--- src/rtl/cbg_pkg.sv ---
package cbg_pkg;
   localparam int unsigned BUS_W = 32;
   localparam logic [BUS_W-1:0] OFS_COUNT  = 32'h0000_0008;
   localparam logic [BUS_W-1:0] OFS_STATUS = 32'h0000_000C;
   localparam int unsigned ST_DONE_BIT = 0;
   localparam int unsigned ST_BUSY_BIT = 1;

   typedef enum logic [1:0] {
      SEL_NONE   = 2'd0,
      SEL_COUNT  = 2'd1,
      SEL_STATUS = 2'd2
   } reg_sel_e;

   function automatic reg_sel_e decode_ofs(input logic [BUS_W-1:0] a);
      if (a == OFS_COUNT)       return SEL_COUNT;
      else if (a == OFS_STATUS) return SEL_STATUS;
      else                      return SEL_NONE;
   endfunction
endpackage

--- src/rtl/cbg_phase_tick.sv ---
module cbg_phase_tick #(
   parameter int unsigned HALF_DIV = 2
) (
   input  logic clk,
   input  logic rst_n,
   input  logic run_i,
   output logic tick_o
);
   generate
      if (HALF_DIV < 1) begin : g_bad
         $error("cbg_phase_tick: HALF_DIV must be at least 1");
      end
      if (HALF_DIV == 1) begin : g_direct
         assign tick_o = run_i;
      end else begin : g_count
         localparam int unsigned PH_W = $clog2(HALF_DIV);
         localparam logic [PH_W-1:0] PH_LAST = PH_W'(HALF_DIV - 1);
         logic [PH_W-1:0] phase_q;
         always_ff @(posedge clk or negedge rst_n) begin
            if (!rst_n)                phase_q <= '0;
            else if (!run_i)           phase_q <= '0;
            else if (phase_q == PH_LAST) phase_q <= '0;
            else                       phase_q <= phase_q + 1'b1;
         end
         assign tick_o = run_i && (phase_q == PH_LAST);

         a_r6_phase_bounded: assert property (@(posedge clk) disable iff (!rst_n)
            phase_q <= PH_LAST);
      end
   endgenerate
endmodule

--- src/rtl/cbg_pulse_ctrl.sv ---
module cbg_pulse_ctrl #(
   parameter int unsigned CNT_W = 16
) (
   input  logic             clk,
   input  logic             rst_n,
   input  logic             start_i,
   input  logic [CNT_W-1:0] count_i,
   input  logic             tick_i,
   output logic             busy_o,
   output logic             finish_o,
   output logic             dclk_o
);
   logic [CNT_W-1:0] left_q;
   logic             busy_q;
   logic             dclk_q;
   logic             fall_now;

   assign fall_now = busy_q && tick_i && dclk_q;
   assign finish_o = fall_now && (left_q == CNT_W'(1));

   always_ff @(posedge clk or negedge rst_n) begin
      if (!rst_n) begin
         left_q <= '0;
         busy_q <= 1'b0;
         dclk_q <= 1'b0;
      end else if (start_i) begin
         left_q <= count_i;
         busy_q <= 1'b1;
         dclk_q <= 1'b0;
      end else if (busy_q && tick_i) begin
         dclk_q <= ~dclk_q;
         if (dclk_q) begin
            left_q <= left_q - 1'b1;
            if (left_q == CNT_W'(1)) busy_q <= 1'b0;
         end
      end
   end

   assign busy_o = busy_q;
   assign dclk_o = dclk_q;

   a_r6_low_when_idle: assert property (@(posedge clk) disable iff (!rst_n)
      !busy_q |-> !dclk_q);
   a_r6_toggle_only_on_tick: assert property (@(posedge clk) disable iff (!rst_n)
      !$stable(dclk_q) |-> $past(tick_i));
   a_r4_no_start_while_busy: assert property (@(posedge clk) disable iff (!rst_n)
      start_i |-> !busy_q);
   a_r2_finish_ends_busy: assert property (@(posedge clk) disable iff (!rst_n)
      finish_o |=> (!busy_q && !dclk_q));
   a_r2_nonzero_while_busy: assert property (@(posedge clk) disable iff (!rst_n)
      busy_q |-> (left_q != '0));
endmodule

--- src/rtl/cbg_regs.sv ---
module cbg_regs
   import cbg_pkg::*;
#(
   parameter int unsigned CNT_W = 16
) (
   input  logic             clk,
   input  logic             rst_n,
   input  logic             bus_sel,
   input  logic             bus_wr,
   input  logic [BUS_W-1:0] bus_addr,
   input  logic [BUS_W-1:0] bus_wdata,
   output logic [BUS_W-1:0] bus_rdata,
   input  logic             busy_i,
   input  logic             finish_i,
   output logic             start_o,
   output logic [CNT_W-1:0] count_o
);
   reg_sel_e         sel;
   logic             wr_count, wr_status;
   logic             accept, zero_done, set_done, clr_done;
   logic [CNT_W-1:0] count_q;
   logic [CNT_W-1:0] wcount;
   logic             done_q;

   assign sel       = decode_ofs(bus_addr);
   assign wr_count  = bus_sel && bus_wr && (sel == SEL_COUNT);
   assign wr_status = bus_sel && bus_wr && (sel == SEL_STATUS);
   assign wcount    = bus_wdata[CNT_W-1:0];
   assign accept    = wr_count && !busy_i;
   assign zero_done = accept && (wcount == '0);
   assign start_o   = accept && (wcount != '0);
   assign count_o   = wcount;
   assign set_done  = finish_i || zero_done;
   assign clr_done  = wr_status && bus_wdata[ST_DONE_BIT];

   always_ff @(posedge clk or negedge rst_n) begin
      if (!rst_n)      count_q <= '0;
      else if (accept) count_q <= wcount;
   end

   always_ff @(posedge clk or negedge rst_n) begin
      if (!rst_n)        done_q <= 1'b0;
      else if (set_done) done_q <= 1'b1;
      else if (clr_done) done_q <= 1'b0;
   end

   always_comb begin
      bus_rdata = '0;
      if (bus_sel && !bus_wr) begin
         unique case (sel)
            SEL_COUNT:  bus_rdata[CNT_W-1:0] = count_q;
            SEL_STATUS: begin
               bus_rdata[ST_DONE_BIT] = done_q;
               bus_rdata[ST_BUSY_BIT] = busy_i;
            end
            default:    bus_rdata = '0;
         endcase
      end
   end

   a_r4_count_holds_when_busy: assert property (@(posedge clk) disable iff (!rst_n)
      (wr_count && busy_i) |=> $stable(count_q));
   a_r3_clear_takes_effect: assert property (@(posedge clk) disable iff (!rst_n)
      (clr_done && !finish_i && !zero_done) |=> !done_q);
   a_r2_done_has_cause: assert property (@(posedge clk) disable iff (!rst_n)
      $rose(done_q) |-> $past(finish_i || zero_done));
   a_r8_unmapped_reads_zero: assert property (@(posedge clk) disable iff (!rst_n)
      (bus_sel && !bus_wr && sel == SEL_NONE) |-> (bus_rdata == '0));
endmodule

--- src/rtl/cbg_dclk_burst.sv ---
module cbg_dclk_burst
   import cbg_pkg::*;
#(
   parameter int unsigned CNT_W    = 16,
   parameter int unsigned HALF_DIV = 2
) (
   input  logic        clk,
   input  logic        rst_n,
   input  logic        bus_sel,
   input  logic        bus_wr,
   input  logic [31:0] bus_addr,
   input  logic [31:0] bus_wdata,
   output logic [31:0] bus_rdata,
   output logic        dclk_o
);
   generate
      if (CNT_W < 11 || CNT_W > BUS_W) begin : g_bad_cnt
         $error("cbg_dclk_burst: CNT_W must lie in 11..32");
      end
   endgenerate

   logic             start, busy, finish, tick;
   logic [CNT_W-1:0] load_count;

   cbg_regs #(.CNT_W(CNT_W)) u_regs (
      .clk      (clk),
      .rst_n    (rst_n),
      .bus_sel  (bus_sel),
      .bus_wr   (bus_wr),
      .bus_addr (bus_addr),
      .bus_wdata(bus_wdata),
      .bus_rdata(bus_rdata),
      .busy_i   (busy),
      .finish_i (finish),
      .start_o  (start),
      .count_o  (load_count)
   );

   cbg_phase_tick #(.HALF_DIV(HALF_DIV)) u_tick (
      .clk   (clk),
      .rst_n (rst_n),
      .run_i (busy),
      .tick_o(tick)
   );

   cbg_pulse_ctrl #(.CNT_W(CNT_W)) u_pulse (
      .clk     (clk),
      .rst_n   (rst_n),
      .start_i (start),
      .count_i (load_count),
      .tick_i  (tick),
      .busy_o  (busy),
      .finish_o(finish),
      .dclk_o  (dclk_o)
   );
endmodule

--- config.mk ---
export PLATFORM = sky130hd
export DESIGN_NAME = cbg_dclk_burst
export DESIGN_NICKNAME = d
export VERILOG_FILES = /design/src/rtl/cbg_pkg.sv /design/src/rtl/cbg_phase_tick.sv /design/src/rtl/cbg_pulse_ctrl.sv /design/src/rtl/cbg_regs.sv /design/src/rtl/cbg_dclk_burst.sv
export SDC_FILE = /design/constraint.sdc
export NUM_CORES = 1
export LEC_CHECK = 0
export BUFFER_PORTS_ARGS = -buffer_cell sky130_fd_sc_hd__buf_2
export CAP_MARGIN = 20
export CORE_ASPECT_RATIO = 0.9
export CORE_MARGIN = 8
export CORE_UTILIZATION = 47
export CTS_CLUSTER_DIAMETER = 100
export DETAILED_ROUTE_END_ITERATION = 16
export GPL_TIMING_DRIVEN = 0
export PLACE_DENSITY_LB_ADDON = 0.25
export SYNTH_ARGS = -nofsm -noshare
export SYNTH_HDL_FRONTEND = slang
export SYNTH_SLANG_ARGS = --single-unit
--- constraint.sdc ---
create_clock -name clk -period 2.8 [get_ports clk]
set_input_delay 0.56 -clock clk [delete_from_list [all_inputs] [get_ports clk]]
set_output_delay 0.56 -clock clk [all_outputs]
set_load 0.01 [all_outputs]
==> results of run 1 <==
==> where the power goes <==
group | total, mW | internal (mW) | switching, mW
Combinational | 0.101 | 0.0488 | 0.0518
Sequential | 0.520 | 0.520 | 0.00000000248
Clock | 0.379 | 0.196 | 0.183
Total | 1.00 | 0.765 | 0.235
==> Yosys cell counts, drive strengths merged, types with 2 or more instances <==
library cell	count
or3	3
a22oi	3
nand4	3
mux2i	2
a221oi	3
nor4	13
ha	2
o21ai	12
nor2b	2
nor2	11
mux2	14
nand2	16
and2	12
a221o	3
nand3	9
buf	23
o211ai	2
or4	3
nor3	9
inv	8
o41ai	2
nor4b	2
dfrtp	36
and3	2
xor2	4
==> final cells by class <==
class	count	area [µm²]
fill	398	1540
timing repair buffer	72	452
clock buffer	6	82.6
multi-input combinational	160	1140
sequential	36	901
buffer	24	166
clock inverter	2	10.0
tap	62	77.6
inverter	8	30.0
==> worst min path at each step <==
| stage | end | cells past startpoint | slack [ns] | start |
|---|---|---|---|---|
| 2_1_floorplan | u_pulse.busy_o | 0 | 0.26 | rst_n |
| 3_3_place_gp | u_pulse.left_q[9] | 1 | 0.46 | u_pulse.left_q[9] |
| 3_5_place_dp | u_tick.g_count.phase_q | 1 | 0.46 | u_tick.g_count.phase_q |
| 4_1_cts | u_regs.count_q[8] | 1 | 0.37 | rst_n |
| 5_1_grt | u_regs.count_q[8] | 1 | 0.42 | rst_n |
| 6_report | u_regs.count_q[8] | 1 | 0.35 | rst_n |
==> stage by stage <==
step	utilization (%)	instance area [µm²]	std cells	setup TNS [ns]	hold slack, ns
after CTS	61.5	2710	367	0	0.373
after floorplan	-	2190	228	0	0.264
final	65.0	2860	370	-0.0746	0.350
after global placement	59.0	2600	357	-0.500	0.464
after detailed placement	59.0	2600	357	-0.556	0.465
after global routing	65.0	2860	370	-0.839	0.415
==> worst register-to-register path, cell delays in order (launching register included) <==
cell and delay, ns:
dfrtp_1 0.41, inv_1 0.10, ha_1 0.17, or3b_2 0.48, nor3_2 0.36, nand2_1 0.21, or3_1 0.34, o211ai_1 0.08
==> flip-flops by register name (all words and copies together), names as in the netlist <==
| register | count |
|---|---|
| u_regs.count_q | 16 |
| u_pulse.left_q | 16 |
| u_tick.g_count.phase_q | 1 |
| u_pulse.dclk_o | 1 |
| u_pulse.busy_o | 1 |
| u_regs.done_q | 1 |
==> layer usage <==
layer	wire length [µm]	vias to the layer above
li1	-	934
met1	2450	911
met2	2950	62
met3	377	4
met4	55	0
met5	0	-
==> layout by cell type, fill, tap and decap left out, types with 2 or more instances in the layout <==
cell      Yosys  layout
or4_1         2       2
o21ai_0      11      11
conb_1        1      16
a22oi_1       3       3
nor2_1       10      10
nor4_4        2       4
mux2i_1       2       2
nor3_1        8       8
dfrtp_1      36      36
o211ai_1      2       2
clkbuf_8      0       6
o41ai_1       2       2
mux2_2       14      14
inv_1         8       8
xor2_1        4       4
ha_1          2       2
nand3_1       9       9
and3_1        2       2
buf_2         4      59
or3_1         3       3
a221oi_1      2       2
nand2_1      16      16
a221o_1       3       3
buf_4        17      21
nor2b_1       2       2
clkinv_2      0       2
nor4_1        9       8
buf_6         1      14
nand4_1       2       2
and2_1       12       3
and2_4        0       9
==> cell families after synthesis <==
kind of cell | share of synthesized area [%]
compound gates | 11.2
xor+xnor | 1.64
fa+ha+maj | 1.17
buf+inv | 9.22
flops | 42.3
mux | 8.34
other cells | 0.176
simple gates | 26.0
==> what timing repair did <==
item | 4_1_cts | 5_1_grt
cloned | 0 | 1
endpoints found under the setup margin | 10 | 10
pin swaps | 2 | 15
resized for setup | 0 | 27
setup buffers | 2 | 2
==> qor.txt, run 1 <==
outcome - finished, violations left
failing checks - negative setup slack
main flop type after synthesis - dfrtp_1
initial core utilization - 48.4%
Final period util - 101%
RSZ-0062 raised after global routing - yes
final WL - 5830 µm
clock buffer depth - 2
first-pass GRT wire length - 9230 µm
total number of cells along the worst setup path - 8
Max Cap Viol - 0
Final nets - 377
WS Path Type - in2out
HP Class - in2async
DR pass1 iterations - 4
global route hottest layer - met2
largest net degree at the start of global routing - 37
vias - 1,911
Async SR Flop Fraction - 100%
clock root cell - clkbuf_8
met2 Use GR - 28.3%
Slew HR - 46.5%
met1 global-route usage - 20.3%
CP startpoint kind - primary input
worst reg2reg path startpoint - u_pulse.left_q[0]
Clock H-tree levels - 2
hpwl dp - 4360 µm
Slew Limit Fails - 0
reg2reg end - u_pulse.left_q[10]
Die Width - 87.0 µm
CP bufs+invs - 3
crit path time final - 2.82 ns
Final Skew - 0.00953 ns
Port-buffer cells - 67
Synth top area share - 42.3%
Gate Count Post-Synth - 213
Worst Reg-to-Reg Cells - 7
Pwr Total - 1.00 mW
Pwr Density - 349 nW/µm²
Arrival @ worst endpoint - 2.26 ns
routing usage on met3 - 5.14%
global route overflow - 0
TritonCTS clock tree - done
worst setup margin - -0.0208 ns
GP Congestion - 0.884
Rows - 23
diode count - 0
vias in the first global route - 1,883
CP most frequent cell - buf_6
Final setup viols - 5
Initial DRC Count - 138
Post-Syn Area per Cell - 10.0 µm²
worst path cell trace - buf_6 > nor4b_4 > nand4_2 > or4_4 > nor2_4 > buf_6 > and2_4 > buf_6
die area - 6940 µm²
num ports - 101
Final Hold Fails - 0
largest cells by area after synthesis - dfrtp_1 (42%), mux2_2 (7.4%), buf_4 (6.0%)
fmax - 0.355 GHz
worst vdd ir - 0.331 mV
Reg2Reg Setup Slack - 0.58 ns
# DRC - 0
slowest stage delay, CP - 0.60 ns
Layout area overhead - 34.4%
Antenna Violating Nets Remaining - 0
total number of yosys warnings - 0
synthesis-stage register bit count - 36
core area - 4400 µm²
worst skew pair latency - 0.29 ns
share of layout cells above drive strength 1 - 44.5%
Leak - 1.38 nW
Clock Sinks - 36
synthesized cell area - 2130 µm²
global-route usage over all layers - 16.9%
CP Capture Point - bus_rdata[3]
cell family contributing the most delay on the critical path - simple AND/OR/NAND/NOR gates
EDFF count, synth - 0
WL/cell - 15.8 µm
Max stage delay cell, worst path - or4_4
crit path max fanout - 5
CP required - 2.24 ns
CTS Buf Count - 5
die height - 79.9 µm
hold_buf cts - 0
crit path from - bus_addr[8]
Reg clk slew, reported paths - 0.07 ns
largest area contributor in the netlist - dfrtp_1
Place WS - -0.0762 ns
antenna violations before repair - 0
Unique masters post-synth - 51
Worst-Margin Slew - 0.803 ns
CP Capture Type - primary output
Seq/Total Area, Yosys - 42.3%
number of vias per cell - 5.16
(Power assumes the default switching activity.)
==> inputs of run 2 (changes only) <==
--- a/config.mk
+++ b/config.mk
@@ -9,11 +9,12 @@
 export CAP_MARGIN = 20
 export CORE_ASPECT_RATIO = 0.9
 export CORE_MARGIN = 8
-export CORE_UTILIZATION = 47
+export CORE_UTILIZATION = 48
 export CTS_CLUSTER_DIAMETER = 100
 export DETAILED_ROUTE_END_ITERATION = 16
 export GPL_TIMING_DRIVEN = 0
 export PLACE_DENSITY_LB_ADDON = 0.25
 export SYNTH_ARGS = -nofsm -noshare
 export SYNTH_HDL_FRONTEND = slang
+export SYNTH_HIERARCHICAL = 1
 export SYNTH_SLANG_ARGS = --single-unit
==> run 2 against run 1 <==
  * The flow now finishes without violations
  * Via count up 0.31%
  * Wire length rose by 1.0%
  * Cell area is 3.5% higher
  * Sequential power hardly changed
  * Fmax increased by 5.1%
  * Sequential share of layout area is 1.1 points lower
  * Die area is 5.8% higher
  * Worst hold slack gained 0.016 ns
  * Critical path depth did not move
  * Critical endpoint is now bus_rdata[12]
==> qor.txt, run 2 <==
diode count - 0
die height - 82.1 µm
WS Path Type - in2out
worst skew pair latency - 0.30 ns
hpwl dp - 4530 µm
Port-buffer cells - 67
main flop type after synthesis - dfrtp_1
Clock H-tree levels - 2
GP Congestion - 0.810
Pwr Density - 371 nW/µm²
Gate Count Post-Synth - 229
count leader, synth - dfrtp_1
CP startpoint kind - primary input
largest area contributor in the netlist - dfrtp_1
# DRC - 0
Layout area overhead - 27.0%
worst setup margin - 0.117 ns
synthesis-stage register bit count - 36
Antenna Violating Nets Remaining - 0
outcome - finished clean
die area - 7350 µm²
Final Hold Fails - 0
clock root cell - clkbuf_8
CP Capture Type - primary output
Max stage delay cell, worst path - nor4_4
Pwr Total - 1.10 mW
Final period util - 95.8%
Post-Syn Area per Cell - 10.2 µm²
EDFF count, synth - 0
setup_tns - 0 ns
synthesized cell area - 2330 µm²
Seq/Total Area, Yosys - 38.6%
crit path max fanout - 10
Reg clk slew, reported paths - 0.08 ns
Leak - 1.42 nW
initial core utilization - 48.8%
Rows - 24
final WL - 5890 µm
first-pass GRT wire length - 9830 µm
DR pass1 iterations - 4
Final nets - 391
vias - 1,917
largest net degree at the start of global routing - 37
Synth top area share - 38.6%
Die Width - 89.5 µm
Arrival @ worst endpoint - 2.12 ns
commonest cells in the netlist - dfrtp_1 (36), buf_4 (32), nand2_1 (15), and2_1 (14), nor4_1 (13)
RSZ-0062 raised after global routing - no
WL/cell - 15.2 µm
Reg2Reg Setup Slack - 0.79 ns
cell family contributing the most delay on the critical path - simple AND/OR/NAND/NOR gates
Async SR Flop Fraction - 100%
worst vdd ir - 0.256 mV
Place WS - -0.422 ns
Initial DRC Count - 135
WHS - 0.366 ns
worst path cell trace - buf_2 > nor4_1 > nand4_1 > buf_4 > nor4_4 > clkbuf_2 > and2_1 > buf_2
Filler cells - 409
Max Cap Viol - 0
Worst-Margin Slew - 0.829 ns
core area - 4770 µm²
total number of yosys warnings - 6
CP most frequent cell - buf_2
TritonCTS clock tree - done
Clock Sinks - 36
global-route usage over all layers - 17.6%
vias in the first global route - 2,001
slowest stage delay, CP - 0.31 ns
CP required - 2.24 ns
Slew HR - 44.7%
fmax - 0.373 GHz
global route overflow - 0
Slew Limit Fails - 0
HP Class - in2async
Final setup viols - 0
number of vias per cell - 4.95
largest cells by area after synthesis - dfrtp_1 (39%), buf_4 (10%), mux2_4 (6.4%)
share of layout cells above drive strength 1 - 44.7%
biggest regs - u_pulse/left_q x16, u_regs/count_q x16
CTS Buf Count - 5
num ports - 101
CP bufs+invs - 4
leading cell type in the layout, fill and taps excluded - buf_2
crit path time final - 2.68 ns
most frequent cells in the layout - buf_2 (67), dfrtp_1 (36), buf_4 (35)
antenna violations before repair - 0
Final Skew - 0.00858 ns
Unique masters post-synth - 45
clock buffer depth - 2
## run 2: logic make-up (layout without fill, tap and decap cells)
logic type               count (synthesis)  after routing  synth area share [%]
XOR/XNOR                                10             10                  3.76
AND/OR/NAND/NOR                         95             95                  27.1
multiplexers                            20             20                  11.1
buffers and inverters                   43            121                  12.6
flip-flops                              36             36                  38.6
adder cells (fa/ha/maj)                  2              2                  1.07
AO/OA/AOI/OAI                           22             22                  5.63
other                                    1             16                 0.161
## run 2: cell type report
type / count / area, µm² / area share, %
multi-input cells: 165 / 1210 / 41.0
flip-flops and latches: 36 / 901 / 30.4
repair buffers: 70 / 358 / 12.1
plain buffers: 38 / 278 / 9.37
well taps: 65 / 81.3 / 2.74
clock buffers: 5 / 68.8 / 2.32
clock inverters: 3 / 42.5 / 1.44
inverters: 5 / 18.8 / 0.633
## run 2: stage by stage
| step | cell area, µm² | std cells | utilization [%] |
|---|---|---|---|
| 4_1_cts | 2940 | 384 | 61.5 |
| 6_report | 2960 | 387 | 62.1 |
| 2_1_floorplan | 2390 | 244 | - |
| 3_5_place_dp | 2810 | 376 | 58.8 |
| 5_1_grt | 2960 | 387 | 62.1 |
| 3_3_place_gp | 2810 | 376 | 58.8 |
## run 2: repair_timing
item | 4_1_cts | 5_1_grt
setup buffers | 0 | 3
hold buffers | 0 | 0
gates resized for setup | 5 | 1
pin swaps | 0 | 2
endpoints found under the setup margin | 24 | 25
## run 2: where the power goes
part           internal (mW)  switching [mW]
Sequential             0.519   0.00000000603
Clock                  0.264           0.203
Combinational         0.0583          0.0534
Total                  0.841           0.257
## run 2: layer usage
layer	track usage [%]	up-vias	part of all wire (%)
met2	27.8	58	48
met4	4.64	0	0.73
met5	0	-	0
met3	6.63	5	7.8
met1	22.3	901	44
li1	-	953	-
## run 2: worst paths after layout
kind | from | end | cells after the start
min in group clk | u_regs/count_q[12] | u_regs/count_q[12] | 1
worst min-delay path | rst_n | u_pulse/left_q[10] | 1
max in group asynchronous | rst_n | u_regs/count_q[12] | 1
worst max-delay path | bus_addr[1] | bus_rdata[12] | 8
worst max register to register | u_pulse/busy_o | u_pulse/left_q[3] | 6
worst min register to register | u_regs/count_q[12] | u_regs/count_q[12] | 1
